## src/rtl/tx_underrun_recovery.sv

```systemverilog
module tx_underrun_recovery #(
  parameter int RING_DEPTH = 16,
  localparam int IW = $clog2(RING_DEPTH)
) (
  input  logic          clk,
  input  logic          rst_n,
  input  logic          sw_reset,
  input  logic          cfg_we,
  input  logic          cfg_wdata,
  input  logic          start_cmd,
  input  logic          stop_cmd,
  input  logic          underflow,
  input  logic          desc_adv,
  input  logic          rd_own,
  input  logic          rd_sof,
  output logic          recov_en,
  output logic          tx_on,
  output logic          scanning,
  output logic          scan_wait,
  output logic [IW-1:0] ring_ptr,
  output logic          restart,
  output logic [IW-1:0] restart_idx
);

  logic uf_hit, scan_step, scan_found;

  assign uf_hit     = underflow && tx_on && !scanning;
  assign scan_found = scanning && rd_own && rd_sof;
  assign scan_step  = scanning && rd_own && !rd_sof;
  assign scan_wait  = scanning && !rd_own;

  always_ff @(posedge clk or negedge rst_n) begin
    if (!rst_n) begin
      recov_en <= 1'b0;
    end else if (sw_reset) begin
      recov_en <= 1'b0;
    end else if (cfg_we) begin
      recov_en <= cfg_wdata;
    end
  end

  always_ff @(posedge clk or negedge rst_n) begin
    if (!rst_n) begin
      tx_on       <= 1'b0;
      scanning    <= 1'b0;
      ring_ptr    <= '0;
      restart     <= 1'b0;
      restart_idx <= '0;
    end else if (sw_reset) begin
      tx_on       <= 1'b0;
      scanning    <= 1'b0;
      ring_ptr    <= '0;
      restart     <= 1'b0;
    end else if (stop_cmd) begin
      tx_on    <= 1'b0;
      scanning <= 1'b0;
      restart  <= 1'b0;
    end else begin
      restart <= 1'b0;
      if (uf_hit) begin
        if (recov_en) begin
          scanning <= 1'b1;
          ring_ptr <= ring_ptr + 1'b1;
        end else begin
          tx_on <= 1'b0;
        end
      end else if (scan_found) begin
        scanning    <= 1'b0;
        restart     <= 1'b1;
        restart_idx <= ring_ptr;
      end else if (scan_step) begin
        ring_ptr <= ring_ptr + 1'b1;
      end else if (!scanning && tx_on && desc_adv) begin
        ring_ptr <= ring_ptr + 1'b1;
      end
      if (start_cmd && !tx_on) tx_on <= 1'b1;
    end
  end


  restart_pulse_chk: assert property (@(posedge clk) disable iff (!rst_n)
    restart |=> !restart);


  halt_on_uf_chk: assert property (@(posedge clk) disable iff (!rst_n)
    (underflow && tx_on && !scanning && !recov_en && !sw_reset && !stop_cmd)
      |=> (!tx_on && !restart));


  keep_running_chk: assert property (@(posedge clk) disable iff (!rst_n)
    (underflow && tx_on && !scanning && recov_en && !sw_reset && !stop_cmd)
      |=> (tx_on && scanning));


  pending_hold_chk: assert property (@(posedge clk) disable iff (!rst_n)
    (scan_wait && !sw_reset && !stop_cmd) |=> $stable(ring_ptr));


  swrst_clear_chk: assert property (@(posedge clk) disable iff (!rst_n)
    sw_reset |=> (!recov_en && !tx_on && ring_ptr == '0));


  stop_keeps_en_chk: assert property (@(posedge clk) disable iff (!rst_n)
    (stop_cmd && !sw_reset && !cfg_we) |=> ($stable(recov_en) && !tx_on));

endmodule

```

## config.mk

```make
export PLATFORM = sky130hd
export DESIGN_NAME = tx_underrun_recovery
export DESIGN_NICKNAME = d
export VERILOG_FILES = /design/src/rtl/tx_underrun_recovery.sv
export SDC_FILE = /design/constraint.sdc
export NUM_CORES = 1
export LEC_CHECK = 0
export BUFFER_PORTS_ARGS = -buffer_cell sky130_fd_sc_hd__buf_4
export CAP_MARGIN = 25
export CORE_UTILIZATION = 35
export DETAILED_ROUTE_END_ITERATION = 16
export PLACE_DENSITY = 0.61
export SETUP_SLACK_MARGIN = 0.3
export SKIP_CTS_REPAIR_TIMING = 1
export SLEW_MARGIN = 20
export SYNTH_ARGS = -nofsm -noshare
export SYNTH_HDL_FRONTEND = slang
export SYNTH_SLANG_ARGS = --single-unit
export TNS_END_PERCENT = 100
```

## constraint.sdc

```tcl
create_clock -name clk -period 3.2 [get_ports clk]
set_input_delay 0.64 -clock clk [delete_from_list [all_inputs] [get_ports clk]]
set_output_delay 0.64 -clock clk [all_outputs]
set_load 0.02 [all_outputs]
```

Word-level counts from Yosys, hierarchy flattened:

Index checks and enable logic that the tools add are counted.

* $add $sub $neg: 1
* multipliers: 0
* divide/modulo/power cells: 0
* $lt $le $gt $ge: 0
* equality and inequality tests: 5
* shift operators: 0
* mux-type cells: 23
* bitwise operators: 3
* reduce and logical (&&, ||, !) cells: 21

Operators with widths (count)
* two-way mux 4 bit: 7
* two-way mux 1 bit: 16
* nonzero test 4 bit: 3
* logical AND 1 bit: 9
* AND reduction 4 bit: 2
* inequality test 3 bit, second input constant: 2
* adder 4 x 1 -> 4 bit, second input constant: 1
* logical NOT 1 bit: 4
* inequality test 4 x 3 -> 1 bit, second input constant: 1
* inequality test 4 bit, second input constant: 1
* AND reduction 2 bit: 2
* NOT 1 bit: 3
* inequality test 2 bit, second input constant: 1
* nonzero test 2 bit: 1

* register bits after elaboration: 12
* latch bits: 0
* RAM bits: 0
* ROM bits: 0
* input bits: 11
* output and inout bits: 13
* word-level logic and storage cells: 59
* memories: 0

Depth between registers and ports, before layout:

* word-level depth: 9
* mapped depth: 4
* depth with buffers taken out: 4

Worst setup path after synthesis:

No wires, ideal clock.

* path type: input to register
* start: input port underflow
* end: register ring_ptr[2]
* library setup time: 0.128 ns
* data arrival time: 1.513 ns
* data required time: 3.072 ns
* slack: 1.560 ns
* stages: 4
* path buffers: 0
* cell sequence: o21ai_0 > o21a_2 > nor4b_2 > mux2_1

* word-level cells in the longest chain between the ends: 5
* elaborated cells between the ends (all ways): 9
* classes of those cells: 2 x eq/ne; 3 x mux; 4 x reduce/logical

Ends and longest elaborated chain
* from (decl): RTL line 12 `input logic underflow,`
* logical AND 1 bit (*) (2 in a row): RTL line 27 `assign uf_hit = underflow && tx_on && !scanning;`
* two-way mux 4 bit: RTL line 60 `if (uf_hit) begin`
* two-way mux 4 bit: RTL line 54 `end else if (stop_cmd) begin`
* two-way mux 4 bit: RTL line 49 `end else if (sw_reset) begin`
* to (signal assigned): RTL line 63 `ring_ptr <= ring_ptr + 1'b1;`
* to (signal assigned): RTL line 72 `ring_ptr <= ring_ptr + 1'b1;`
* to (signal assigned): RTL line 74 `ring_ptr <= ring_ptr + 1'b1;`
* to (decl): RTL line 20 `output logic [IW-1:0] ring_ptr,`

Mark *: on every way between the ends. The rest lies on a longest branch, timed or not. The select of a mux whose other input is x is not followed.
A chain may end at the register's enable or synchronous reset.

Final worst setup path:

* start: register scanning
* end: output port scan_wait

* word-level cells in the longest chain between the ends: 1

Ends and longest elaborated chain
* from (decl): RTL line 18 `output logic scanning,`
* from (signal assigned): RTL line 45 `scanning <= 1'b0;`
* from (signal assigned): RTL line 51 `scanning <= 1'b0;`
* from (signal assigned): RTL line 56 `scanning <= 1'b0;`
* logical AND 1 bit: RTL line 30 `assign scan_wait = scanning && !rd_own;`
* to (decl): RTL line 19 `output logic scan_wait,`

Every way passes these cells.

==> key figures <==
CTS
  – TritonCTS sink count: 12
  – Clock transition time at the flip-flop clock pins of the worst setup and hold paths: 70 ps
  – CTS tree: built
  – Number of CTS-inserted buffers: 3
  – Clock insertion delay at the later pin of the skew report: 270 ps
  – Number of H-tree levels: 1
  – Root cell of the clock tree: sky130_fd_sc_hd__clkbuf_4
  – Bufs on Longest Clock Path: 2

Die
  – Die width: 43.0 um
  – Number of top-level design ports: 24
  – Number of placement rows: 14
  – Area enclosed by the die boundary: 1850 um^2
  – Placeable core area: 1540 um^2
  – Die H: 43.0 um
  – Effective utilization at floorplan: 0.382

Timing
  – Final-layout setup total negative slack: 0 ps
  – RSZ-0062 raised after global routing: no
  – Hold Fails Final Rpt: 0
  – Slew Limit Headroom: 0.744
  – Minimum clock period: 1670 ps
  – Minimum setup slack in the final design: 1530 ps
  – Worst hold margin: 196 ps
  – Worst Tran Pin Value: 382 ps
  – Part of the cycle the worst path needs: 0.521
  – Setup Viol. Count Final: 0
  – Layout Skew: 0.343 ps
  – Top achievable clock speed: 0.600 GHz
  – Final max-slew violation count: 0

Drt
  – # DRC: 0
  – Routed WL per cell: 13.0 um
  – Vias post-DR: 474
  – Number of optimization iterations in the first detailed-route pass: 4
  – Final wirelength: 1.19 mm
  – Final antenna-violating net count: 0
  – Via density per instance: 5.15
  – Starting DRT DRC Count: 5

Synthesis
  – Post-synthesis cell type count: 22
  – Biggest area contributors in the synthesized netlist: sky130_fd_sc_hd__dfrtp_1 (51%), sky130_fd_sc_hd__mux2_2 (7.6%), sky130_fd_sc_hd__mux2_1 (5.7%), sky130_fd_sc_hd__nor2b_1 (4.2%), sky130_fd_sc_hd__nor2_1 (3.8%)
  – Cells after Synth: 51
  – Sequential element share of the synthesized area: 0.510
  – Synthesis Warnings: 0
  – Post-synth ARST share: 1.00
  – Cell type contributing the most total cell area after synthesis: sky130_fd_sc_hd__dfrtp_1
  – Post-synthesis cell area: 589 um^2
  – Net count after synthesis: 63
  – Synthesized area per cell: 11.6 um^2
  – Number of enable flip-flop cells after synthesis: 0
  – Most common cell in the synthesized netlist: sky130_fd_sc_hd__dfrtp_1
  – Primary FF master, synth: sky130_fd_sc_hd__dfrtp_1
  – Proportion of netlist area held by the largest area contributor: 0.510
  – Synth cell count leaders: sky130_fd_sc_hd__dfrtp_1 (12), sky130_fd_sc_hd__nor2_1 (6), sky130_fd_sc_hd__mux2_2 (4), sky130_fd_sc_hd__nor2b_1 (4), sky130_fd_sc_hd__mux2_1 (3)
  – Flop and latch count out of synthesis: 12

Finish
  – Final core utilization: 0.519
  – Fillers: 152
  – Fin cells: 92
  – Antenna Cells: 0
  – Final nets: 90
  – Post-synthesis to final-layout area growth: 35.9%
  – Layout cell share with drive strength beyond 1: 0.461

Worst setup path
  – Worst Setup Path Type: flop to output port
  – Worst stage delay on the critical path: 460 ps
  – Crit path buf inv count: 1
  – Cell with the biggest individual delay on the critical path: sky130_fd_sc_hd__dfrtp_1
  – Series of cell instances along the critical path: nor2b_1 > buf_4
  – Nature of the critical path endpoint: output port
  – Category of the worst setup path launch point: flop
  – Crit Path Max Fanout: 8
  – Crit path max-delay family: flip-flops
  – Required arrival time at the worst endpoint: 2560 ps
  – Data arrival time at the worst-slack endpoint: 1030 ps

Run
  – Max Cap Violations: 0

Placed design
  – Placed cell count: 89
  – HPWL after detailed placement: 850 um
  – Count of input and output buffers: 23
  – Worst Setup Slack post-DPL: 1390 ps
  – Final RePlAce weighted congestion: 0.731

GRT
  – Antenna violations before repair: 0
  – Pin count of the biggest net entering global routing: 13
  – GR Overflow Total: 0
  – Global-route wire length before repair: 1.94 mm
  – Number of global-route vias before repair: 427
  – Total Routing Usage GR: 0.153

Hold path
  – Path class of the lowest-slack min-delay path: input pin to async pin

Pwr
  – P_leak: 0.414 nW
  – Maximum vdd drop: 0.284 mV
  – Power Dens Cells: 346 nW/um^2

Status
  – Outcome: complete, no violations
[path summary, 6_finish.rpt]
kind	start	end	slack (ps)	depth (start not counted)
max	scanning	scan_wait	1530	2
min	rst_n	restart_idx[2]	200	1
max reg2reg	scanning	ring_ptr[2]	1750	3
min reg2reg	restart_idx[3]	restart_idx[3]	510	1
max in group asynchronous	rst_n	restart	2850	1
min in group clk	restart_idx[3]	restart_idx[3]	510	1
[sequential cells by signal, summed over array words and instances (netlist names)]
name,cells
recov_en,1
restart,1
restart_idx,4
ring_ptr,4
scanning,1
tx_on,1
[cell type report]
cell class              count  area (um^2)  share of cell area
clock buffers               3         22.5              0.0281
inverters                   1         3.75             0.00469
multi-input cells          37          282               0.352
flip-flops and latches     12          300               0.375
well taps                  16         20.0              0.0250
repair buffers             23          173               0.216
[through the flow]
stage / cell area [um^2] / total power (W)
6_report: 801 / 0.000277
2_1_floorplan: 589 / 0.000170
4_1_cts: 801 / 0.000282
5_1_grt: 801 / 0.000294
3_3_place_gp: 778 / 0.000188
3_5_place_dp: 778 / 0.000189
[cells by family (layout without fill, tap and decap cells)]
kind of cell,after synthesis,count (layout),share of synthesized area
adders and majority gates,1,1,0.0212
DFF,12,12,0.510
and+or+nand+nor,23,23,0.248
buffers and inverters,2,27,0.0127
AOI/OAI and AO/OA,4,4,0.0403
muxes,9,9,0.168
[where the power goes]
| part | internal, W | total [W] | switching [W] | leakage (nW) |
|---|---|---|---|---|
| Clock | 0.0000435 | 0.0000915 | 0.0000479 | 0.0138 |
| Combinational | 0.0000147 | 0.0000299 | 0.0000153 | 0.234 |
| Sequential | 0.000153 | 0.000155 | 0.00000211 | 0.166 |
[layer usage]
layer	up-vias	wire length, um	track usage	share of wire
met5	-	0	0	0
met4	0	39	0.109	0.033
met3	4	78	0.0383	0.065
met2	20	527	0.215	0.44
met1	219	548	0.203	0.46
li1	231	-	-	-
[placed cells by master, fill, tap and decap left out, drive strengths merged, types with 2 or more instances in the layout]
cell / n
buf: 23
dfrtp: 12
mux2: 7
nor2: 6
nor2b: 4
clkbuf: 3
nor3: 3
o21ai: 2
nand2: 2
mux2i: 2
nand2b: 2
[worst register-to-register path, cell delays in order, from the launching register on]
cell and delay [ps]:
sky130_fd_sc_hd__dfrtp_1 450, sky130_fd_sc_hd__o21a_2 270, sky130_fd_sc_hd__nor4b_2 270, sky130_fd_sc_hd__mux2_1 350
No activity file was read; power rests on OpenSTA's default activity.
